===== src/rtl/irqc_pkg.sv =====
package irqc_pkg;
    // default geometry of the controller
    localparam int IRQC_PRI_W    = 3;
    localparam int IRQC_CTRL_W   = 7;
    localparam int IRQC_N_INT    = 3;
    localparam int IRQC_N_EXT    = 4;
    localparam int IRQC_EXT_BASE = 4;
    localparam int IRQC_MASK_BIT = 3;
    localparam int IRQC_LTM_BIT  = 4;
endpackage


===== src/rtl/irqc_ctrl_regs.sv =====
module irqc_ctrl_regs #(
    parameter int N_INT      = 3,
    parameter int N_EXT      = 4,
    parameter int N_EXT_WIDE = 2,
    parameter int CTRL_W     = 7,
    parameter int INT_KEEP_W = 4,
    parameter int EXT_KEEP_W = 5,
    parameter int PRI_W      = 3,
    parameter int MASK_BIT   = 3,
    parameter int LTM_BIT    = 4,
    parameter int SEL_W      = 3
) (
    input  logic                     clk,
    input  logic                     rst_n,
    input  logic                     wr_en_i,
    input  logic [SEL_W-1:0]         wr_sel_i,
    input  logic [CTRL_W-1:0]        wr_data_i,
    input  logic [SEL_W-1:0]         rd_sel_i,
    output logic [CTRL_W-1:0]        rd_data_o,
    output logic [N_INT+N_EXT-1:0]   masked_o,
    output logic [(N_INT+N_EXT)*PRI_W-1:0] pri_o,
    output logic [N_EXT-1:0]         ltm_o
);
    localparam int N_REG = N_INT + N_EXT;
    localparam logic [CTRL_W-1:0] RST_VAL =
        CTRL_W'((1 << MASK_BIT) | ((1 << PRI_W) - 1));

    function automatic logic [CTRL_W-1:0] keep_bits(input int idx);
        int w;
        if (idx < N_INT)                   w = INT_KEEP_W;
        else if (idx < N_INT + N_EXT_WIDE) w = CTRL_W;
        else                               w = EXT_KEEP_W;
        return CTRL_W'((64'd1 << w) - 64'd1);
    endfunction

    typedef struct packed {
        logic [N_REG-1:0][CTRL_W-1:0] ctrl;
    } regs_t;

    regs_t st_d, st_q;

    always_comb begin
        st_d = st_q;
        for (int i = 0; i < N_REG; i++) begin
            if (wr_en_i && (wr_sel_i == SEL_W'(i)))
                st_d.ctrl[i] = wr_data_i & keep_bits(i);
        end
    end

    always_ff @(posedge clk or negedge rst_n) begin
        if (!rst_n) begin
            for (int i = 0; i < N_REG; i++) st_q.ctrl[i] <= RST_VAL;
        end else begin
            st_q <= st_d;
        end
    end

    always_comb begin
        rd_data_o = '0;
        for (int i = 0; i < N_REG; i++) begin
            if (rd_sel_i == SEL_W'(i)) rd_data_o = st_q.ctrl[i];
        end
    end

    for (genvar i = 0; i < N_REG; i++) begin : g_fields
        assign pri_o[i*PRI_W +: PRI_W] = st_q.ctrl[i][PRI_W-1:0];
        assign masked_o[i]             = st_q.ctrl[i][MASK_BIT];
    end

    for (genvar n = 0; n < N_EXT; n++) begin : g_ltm
        assign ltm_o[n] = st_q.ctrl[N_INT+n][LTM_BIT];
    end
endmodule


===== src/rtl/irqc_req_state.sv =====
module irqc_req_state #(
    parameter int N_INT    = 3,
    parameter int N_EXT    = 4,
    parameter int EXT_BASE = 4,
    parameter int SRC_W    = EXT_BASE + N_EXT
) (
    input  logic             clk,
    input  logic             rst_n,
    input  logic [N_EXT-1:0] ext_irq_i,
    input  logic [N_INT-1:0] int_set_i,
    input  logic             ack_valid_i,
    input  logic [SRC_W-1:0] ack_mask_i,
    input  logic             eoi_valid_i,
    input  logic [SRC_W-1:0] eoi_mask_i,
    input  logic [N_EXT-1:0] ext_ltm_i,
    output logic [SRC_W-1:0] req_o,
    output logic [SRC_W-1:0] isr_o
);
    function automatic logic [SRC_W-1:0] live_bits();
        logic [SRC_W-1:0] v;
        for (int i = 0; i < SRC_W; i++) v[i] = (i < N_INT) || (i >= EXT_BASE);
        return v;
    endfunction
    localparam logic [SRC_W-1:0] LIVE = live_bits();

    typedef struct packed {
        logic [SRC_W-1:0] req;
        logic [SRC_W-1:0] isr;
        logic [N_EXT-1:0] lvl;
    } state_t;

    state_t st_d, st_q;
    logic   may_clear;
    logic   ext_hit;

    always_comb begin
        st_d      = st_q;
        may_clear = 1'b1;
        ext_hit   = 1'b0;
        // end of interrupt first
        if (eoi_valid_i) st_d.isr = st_d.isr & ~eoi_mask_i;
        // acknowledge: lowest external bit decides whether requests retire
        if (ack_valid_i) begin
            st_d.isr = st_d.isr | ack_mask_i;
            for (int n = 0; n < N_EXT; n++) begin
                if (!ext_hit && ack_mask_i[EXT_BASE+n]) begin
                    ext_hit   = 1'b1;
                    may_clear = ~ext_ltm_i[n];
                end
            end
            if (may_clear) st_d.req = st_d.req & ~ack_mask_i;
        end
        // external level changes; repeated levels leave everything alone
        for (int n = 0; n < N_EXT; n++) begin
            if (ext_irq_i[n] != st_q.lvl[n]) begin
                st_d.lvl[n]            = ext_irq_i[n];
                st_d.req[EXT_BASE+n]   = ext_irq_i[n];
                if (!ext_irq_i[n]) st_d.isr[EXT_BASE+n] = 1'b0;
            end
        end
        st_d.req[N_INT-1:0] = st_d.req[N_INT-1:0] | int_set_i;
        st_d.req = st_d.req & LIVE;
        st_d.isr = st_d.isr & LIVE;
    end

    always_ff @(posedge clk or negedge rst_n) begin
        if (!rst_n) st_q <= '0;
        else        st_q <= st_d;
    end

    assign req_o = st_q.req;
    assign isr_o = st_q.isr;
endmodule


===== src/rtl/irqc_prio_resolve.sv =====
module irqc_prio_resolve #(
    parameter int N_INT    = 3,
    parameter int N_EXT    = 4,
    parameter int EXT_BASE = 4,
    parameter int PRI_W    = 3,
    parameter int SRC_W    = EXT_BASE + N_EXT
) (
    input  logic [SRC_W-1:0]               req_i,
    input  logic [SRC_W-1:0]               isr_i,
    input  logic [N_INT+N_EXT-1:0]         masked_i,
    input  logic [(N_INT+N_EXT)*PRI_W-1:0] pri_i,
    output logic                           irq_o
);
    logic [SRC_W-1:0][PRI_W-1:0] src_pri;
    logic [SRC_W-1:0]            src_masked;
    logic [PRI_W:0]              floor_pri;

    for (genvar b = 0; b < SRC_W; b++) begin : g_map
        if (b < N_INT) begin : g_int
            assign src_pri[b]    = pri_i[b*PRI_W +: PRI_W];
            assign src_masked[b] = masked_i[b];
        end else if (b >= EXT_BASE) begin : g_ext
            assign src_pri[b]    = pri_i[(b-EXT_BASE+N_INT)*PRI_W +: PRI_W];
            assign src_masked[b] = masked_i[b-EXT_BASE+N_INT];
        end else begin : g_gap
            assign src_pri[b]    = '1;
            assign src_masked[b] = 1'b1;
        end
    end

    always_comb begin
        floor_pri = {1'b1, {PRI_W{1'b0}}};
        for (int b = 0; b < SRC_W; b++) begin
            if (isr_i[b] && ({1'b0, src_pri[b]} < floor_pri))
                floor_pri = {1'b0, src_pri[b]};
        end
        irq_o = 1'b0;
        for (int b = 0; b < SRC_W; b++) begin
            if (req_i[b] && !src_masked[b] && ({1'b0, src_pri[b]} < floor_pri))
                irq_o = 1'b1;
        end
    end
endmodule


===== src/rtl/prio_irq_ctrl.sv =====
module prio_irq_ctrl
    import irqc_pkg::*;
#(
    parameter int N_INT    = IRQC_N_INT,
    parameter int N_EXT    = IRQC_N_EXT,
    parameter int EXT_BASE = IRQC_EXT_BASE,
    parameter int PRI_W    = IRQC_PRI_W,
    parameter int CTRL_W   = IRQC_CTRL_W,
    parameter int SEL_W    = 3
) (
    input  logic                          clk,
    input  logic                          rst_n,
    input  logic                          cfg_wr_i,
    input  logic [SEL_W-1:0]              cfg_sel_i,
    input  logic [CTRL_W-1:0]             cfg_data_i,
    input  logic [SEL_W-1:0]              cfg_rd_sel_i,
    output logic [CTRL_W-1:0]             cfg_rd_data_o,
    input  logic [N_EXT-1:0]              ext_irq_i,
    input  logic [N_INT-1:0]              int_set_i,
    input  logic                          ack_valid_i,
    input  logic [EXT_BASE+N_EXT-1:0]     ack_mask_i,
    input  logic                          eoi_valid_i,
    input  logic [EXT_BASE+N_EXT-1:0]     eoi_mask_i,
    output logic [EXT_BASE+N_EXT-1:0]     req_o,
    output logic [EXT_BASE+N_EXT-1:0]     isr_o,
    output logic                          irq_o
);
    localparam int N_REG = N_INT + N_EXT;
    localparam int SRC_W = EXT_BASE + N_EXT;

    logic [N_REG-1:0]       masked;
    logic [N_REG*PRI_W-1:0] pri;
    logic [N_EXT-1:0]       ltm;

    irqc_ctrl_regs #(
        .N_INT(N_INT), .N_EXT(N_EXT), .N_EXT_WIDE(2), .CTRL_W(CTRL_W),
        .INT_KEEP_W(4), .EXT_KEEP_W(5), .PRI_W(PRI_W),
        .MASK_BIT(IRQC_MASK_BIT), .LTM_BIT(IRQC_LTM_BIT), .SEL_W(SEL_W)
    ) u_regs (
        .clk(clk), .rst_n(rst_n),
        .wr_en_i(cfg_wr_i), .wr_sel_i(cfg_sel_i), .wr_data_i(cfg_data_i),
        .rd_sel_i(cfg_rd_sel_i), .rd_data_o(cfg_rd_data_o),
        .masked_o(masked), .pri_o(pri), .ltm_o(ltm)
    );

    irqc_req_state #(
        .N_INT(N_INT), .N_EXT(N_EXT), .EXT_BASE(EXT_BASE), .SRC_W(SRC_W)
    ) u_state (
        .clk(clk), .rst_n(rst_n),
        .ext_irq_i(ext_irq_i), .int_set_i(int_set_i),
        .ack_valid_i(ack_valid_i), .ack_mask_i(ack_mask_i),
        .eoi_valid_i(eoi_valid_i), .eoi_mask_i(eoi_mask_i),
        .ext_ltm_i(ltm), .req_o(req_o), .isr_o(isr_o)
    );

    irqc_prio_resolve #(
        .N_INT(N_INT), .N_EXT(N_EXT), .EXT_BASE(EXT_BASE), .PRI_W(PRI_W), .SRC_W(SRC_W)
    ) u_prio (
        .req_i(req_o), .isr_i(isr_o), .masked_i(masked), .pri_i(pri), .irq_o(irq_o)
    );
endmodule


===== config.mk =====
export PLATFORM = sky130hd
export DESIGN_NAME = prio_irq_ctrl
export DESIGN_NICKNAME = d
export VERILOG_FILES = /design/src/rtl/irqc_pkg.sv /design/src/rtl/irqc_ctrl_regs.sv /design/src/rtl/irqc_req_state.sv /design/src/rtl/irqc_prio_resolve.sv /design/src/rtl/prio_irq_ctrl.sv
export SDC_FILE = /design/constraint.sdc
export NUM_CORES = 1
export LEC_CHECK = 0
export ABC_CLOCK_PERIOD_IN_PS = 11800
export BUFFER_PORTS_ARGS = -buffer_cell sky130_fd_sc_hd__buf_2
export CORE_MARGIN = 2
export CORE_UTILIZATION = 55
export DETAILED_ROUTE_END_ITERATION = 7
export HOLD_SLACK_MARGIN = 0.05
export PLACE_DENSITY = 0.79
export REMOVE_ABC_BUFFERS = 1
export SYNTH_ARGS = -nofsm -noshare
export SYNTH_HDL_FRONTEND = slang
export SYNTH_HIERARCHICAL = 1
export SYNTH_SLANG_ARGS = --single-unit

===== constraint.sdc =====
create_clock -name clk -period 11.8 [get_ports clk]
set_input_delay 2.36 -clock clk [delete_from_list [all_inputs] [get_ports clk]]
set_output_delay 2.36 -clock clk [all_outputs]
set_load 0.02 [all_outputs]

After elaboration in Yosys (flattened, before gate mapping)
Cells that the tools add are included.

Add/sub/neg operators: 7. Order comparisons: 13. Eq/ne operators: 16. Shift-type cells: 7. Muxes and demuxes: 54. Bitwise logic cells: 17. Reduce and logical (&&, ||, !) cells: 54.

Operators with widths (count): 32-bit 2-to-1 mux (7); 1-bit by 32-bit << shifter with 7-bit output (first input constant) (7); 3-bit by 4-bit less-than comparator with 1-bit output (13); 7-bit AND (7); 7-bit 2-to-1 mux (7); 7-bit by 1-bit subtractor with 7-bit output (second input constant) (7); 1-bit logical AND (30); 1-bit 2-to-1 mux (30); 4-bit 2-to-1 mux (7); 3-bit == test (second input constant) (6); 8-bit AND (2); 16-bit 2-to-1 mux (1); 8-bit 2-to-1 mux (2); 8-bit NOT (2); 2-bit nonzero test (8); 3-bit by 2-bit == test with 1-bit output (second input constant) (4); 1-bit zero test (10); 8-bit bitwise OR (1); 2-bit AND reduction (4); 3-bit by 1-bit == test with 1-bit output (second input constant) (2); 3-bit zero test (2); 1-bit != test (4); 1-bit NOT (4); 3-bit bitwise OR (1).

Bits in registers: 67. Input bits: 41. Output and inout bits: 24. Logic and storage cells: 185.

Depth between registers and ports, before layout
Depth after elaboration: 28. Gate-level depth with buffers: 52. Gate-level depth less buffers: 50.

By module
The synthesis kept the hierarchy.

Modules (own cells, without submodules): irqc_ctrl_regs (times used 1, cells each 161, area each 2018.2 um2, seq. area each 935.9 um2); irqc_prio_resolve (times used 1, cells each 212, area each 1453.9 um2, seq. area each 0.0 um2); irqc_req_state (times used 1, cells each 103, area each 922.1 um2, seq. area each 450.4 um2).

Worst setup path before layout
No wires, ideal clock.

Kind: flip-flop to output port. Start: register u_regs.st_q, in the netlist u_regs/pri_o[2]. End: output irq_o. Data arrival time: 8.655 ns. Data required time: 9.440 ns. Slack: 0.785 ns. Stages on the path, launching flop included: 48. Path buffers: 1. Cell sequence: dfstp_2 -> buf_4 -> nand2_1 -> ha_1 -> or2b_1 -> a2111o_1 -> o221ai_1 -> nor2_1 -> ha_1 -> nor3_1 -> o31a_1 -> nor4_1 -> o21a_1 -> ha_1 -> nand3_1 -> a21oi_1 -> a211o_1 -> o211ai_1 -> [... 12 more ...] -> o21ai_0 -> a211oi_2 -> or2_2 -> ha_1 -> nand2_1 -> a21o_1 -> a21o_1 -> nand2_1 -> mux2_2 -> ha_1 -> o21ai_0 -> a22oi_1 -> o221ai_1 -> a21oi_1 -> o21ai_0 -> a221oi_1 -> and4_1 -> o211ai_2.

Longest elaborated chain between the ends: 28. Elaborated cells on any way between the ends: 40. Those cells by class: order compare: 13; mux: 14; reduce/logical: 13.

RTL lines: start: declaration (RTL line irqc_ctrl_regs.sv:40) `regs_t st_d, st_q;`; start signal: assignment (RTL line irqc_ctrl_regs.sv:54) `st_q <= st_d;`; 4-bit 2-to-1 mux (RTL line irqc_prio_resolve.sv:34) `if (isr_i[b] && ({1'b0, src_pri[b]} < floor_pri))`; 3-bit by 4-bit less-than comparator with 1-bit output (RTL line irqc_prio_resolve.sv:34); 1-bit logical AND (RTL line irqc_prio_resolve.sv:34); 4-bit 2-to-1 mux (RTL line irqc_prio_resolve.sv:34); 3-bit by 4-bit less-than comparator with 1-bit output (RTL line irqc_prio_resolve.sv:34); 1-bit logical AND (RTL line irqc_prio_resolve.sv:34); 4-bit 2-to-1 mux (RTL line irqc_prio_resolve.sv:34); 3-bit by 4-bit less-than comparator with 1-bit output (RTL line irqc_prio_resolve.sv:34); [... 7 more ...]; 4-bit 2-to-1 mux (RTL line irqc_prio_resolve.sv:34); 3-bit by 4-bit less-than comparator with 1-bit output (RTL line irqc_prio_resolve.sv:34); 1-bit logical AND (RTL line irqc_prio_resolve.sv:34); 4-bit 2-to-1 mux (RTL line irqc_prio_resolve.sv:34); 3-bit by 4-bit less-than comparator with 1-bit output (RTL line irqc_prio_resolve.sv:39) `if (req_i[b] && !src_masked[b] && ({1'b0, src_pri[b]} < floor_pri))`; 1-bit logical AND (RTL line irqc_prio_resolve.sv:39); 1-bit 2-to-1 mux (6 in series) (RTL line irqc_prio_resolve.sv:39); 1-bit 2-to-1 mux (*) (RTL line irqc_prio_resolve.sv:39); end: declaration (RTL line prio_irq_ctrl.sv:26) `output logic irq_o`.

Mark *: on every way between the ends. The rest lies on a longest branch, timed or not.

Final worst setup path
Ends and elaborated chain as after synthesis.

==> reports/metrics.yaml <==
run_status:
  outcome: "finished clean"
power_and_ir_drop:
  p_per_area_nw_per_um2: 230
  p_leak_nw: 2.14
  ir_drop_v: 0.000101
  total_power_w: 0.00116
job:
  cap_violations: 0
routing:
  drt.antenna.violating_nets: 0
  wirelength_mm: 11.4
  remaining_drc_errors: 0
  viasPerCell: 6.18
  dr.pass1.iters: 5
  wire_per_inst_um: 18.7
  first_iter_violations: 209
  num_vias: 3767
sta:
  drv_slew: 0
  max_freq_mhz: 87.3
  fin_crit_sh_pct: 97.1
  skew_ns: 0.00421
  worstMarginPinSlew_ns: 0.844
  setup_violations: 0
  rsz0062_at_grt: "true"
  min_period_ns: 11.46
  relSlewSlack_pct: 43.2
  finalHoldViolCount: 0
  whs_ns: 0.481
cells_and_area:
  drive_above_1_share_pct: 46.9
  num_antenna_cells: 0
  finalInstanceArea_um2: 5070
  syn_to_final_growth_pct: 15.4
  num-fill-cells: 635
  nets: 568
cts:
  cts_buffer_depth: 2
  ctsRootBufferMaster: "clkbuf_8"
  cts_buffers: 5
  cts-hold-fix-buffers: 0
  worstSkewPairLatency_ns: 0.31
  clk_pin_slew_ns: 0.09
  cts.sinks: 54
  cts_max_level: 2
  tritoncts: "built"
critical_path:
  cp_max_fo: 6
  slowest_delay_ns: 0.55
  critPathSlowestCell: "dfstp_2"
  rrSetupSlack_ns: 10.63
  cp-end-kind: "primary output"
  crit_required_ns: 9.44
  start_kind: "flip-flop"
  path_class: "reg2out"
  crit_top_cell: "ha_4"
  arrival_ns: 9.10
floorplanning:
  rows: 32
  dieArea_um2: 8720
  dieHeight_um: 93.4
  io_pins: 65
  core_area_um2: 7730
  die_w_um: 93.4
  start_util_pct: 56.9
synth:
  yosysMostFrequentCell: "nand2_1"
  synth_edf_count: 0
  synthDominantCellAreaShare_pct: 16.7
  ys_types: 72
  ys_top_cells_by_count: "nand2_1 (49), buf_4 (48), mux2_2 (42)"
  async_flop_share_pct: 100
  synth_top_cell_by_area: "dfstp_2"
  synth.avg_cell_area_um2: 9.23
  synth_area_leaders: "dfstp_2 (17%), dfrtp_1 (15%), mux2_2 (11%)"
  ys_seq_area_share_pct: 31.5
  ys.flop_type: "dfstp_2"
  ys_ff_latch: 54
  yosys_warnings: 6
  synthCells: 476
  synth_area_um2: 4390
global_routing:
  overflow: 0
  grt_max_degree: 55
  track_usage_pct: 25.6
  antenna_found_initial: 0
  grt_pass1_vias: 3547
  grt_pass1_wl_mm: 17.7
placement:
  gp_congestion: 0.907
  post_dp_cell_area_um2: 4490
  dp_hpwl_mm: 8.17
  io_buffer_count: 60
worst_hold_path:
  hp-class: "reg2reg"
-- layout by cell type, fill, tap and decap left out, types with 7 or more instances in the layout --
| cell type | count |
|---|---|
| buf_2 | 59 |
| nand2_1 | 44 |
| mux2_2 | 40 |
| dfstp_2 | 28 |
| buf_4 | 27 |
| dfrtp_1 | 26 |
| nor2_1 | 23 |
| a21oi_1 | 20 |
| o21ai_0 | 17 |
| inv_1 | 14 |
| nand2b_1 | 14 |
| ha_4 | 11 |
| mux2i_1 | 9 |
| ha_1 | 8 |
| nor2b_1 | 7 |
-- critical path, delay by kind of cell, from the launching register on --
family	cells	cell delay, ns
fa+ha+maj	7	1.71
buf+inv	3	0.34
mux	1	0.36
simple gates	15	2.35
compound gates	23	3.48
flops	1	0.55
-- power breakdown --
| group | total (W) | switching [W] | internal (W) |
|---|---|---|---|
| clock | 0.000122 | 0.0000585 | 0.0000633 |
| sequential | 0.000292 | 0.0000569 | 0.000235 |
| combinational | 0.000751 | 0.000379 | 0.000372 |
| total | 0.00116 | 0.000494 | 0.000671 |
-- timing repair --
| item | in CTS | in global routing |
|---|---|---|
| setup endpoints to repair | 1 | 1 |
| gates cloned | 0 | 0 |
| pin swaps | 14 | 36 |
| hold endpoints to repair | 0 | 0 |
| setup buffers | 4 | 10 |
| gates resized for setup | 15 | 57 |
-- final timing paths --
check                                    to            start  cells after the start
max                                   irq_o  u_regs/pri_o[2]                     49
min                        u_state/isr_o[6]  u_state/st_q[2]                      1
max reg2reg                u_state/req_o[6]  u_regs/ltm_o[2]                      4
min reg2reg                u_state/isr_o[6]  u_state/st_q[2]                      1
max in group asynchronous   u_regs/st_q[27]            rst_n                      2
min in group asynchronous   u_state/st_q[1]            rst_n                      2
-- layout make-up --
type	count	area, um2	area share [%]
clock buffer	6	72.6	1.43
sequential	54	1390	27.3
inverter	15	56.3	1.11
clock inverter	2	37.5	0.740
tap	102	128	2.52
timing repair buffer	87	509	10.0
multi-input combinational	344	2880	56.8
-- kinds of logic (layout without fill, tap and decap cells) --
family                   Yosys count  count (layout)  share of synthesized area, %
AND/OR/NAND/NOR                  148             148                          18.1
AO/OA/AOI/OAI                    122             122                          20.3
buffers and inverters             79             110                          11.2
flip-flops                        54              54                          31.5
multiplexers                      52              52                          13.0
adder cells (fa/ha/maj)           20              20                          5.69
other                              1               2                        0.0853
-- sequential cells by signal (all words and copies together) (netlist names) --
register,flops
u_regs/ltm_o,4
u_regs/masked_o,7
u_regs/pri_o,21
u_regs/st_q,4
u_state/isr_o,7
u_state/req_o,7
u_state/st_q,4
-- per-stage QoR --
stage	setup slack [ns]	std cells	setup TNS [ns]	utilization, %
after global placement	0.136	588	0	58.1
final	0.342	610	0	65.6
after CTS	0.0663	600	0	60.6
after floorplan	0.743	413	0	-
after detailed placement	-0.000840	588	-0.000840	58.1
after global routing	-0.130	610	-0.130	65.6
-- routing by layer --
metal  wire (um)  vias to the layer above  part of all wire (%)  track usage (%)
met2        5800                      121                    51             42.4
li1            -                     1755                     -                -
met1        4910                     1877                    43             35.0
met4         230                        0                   2.0             9.07
met3         458                       14                   4.0             2.66
met5           0                        -                     0                0
Note: power is estimated with default switching activity, not from simulation.
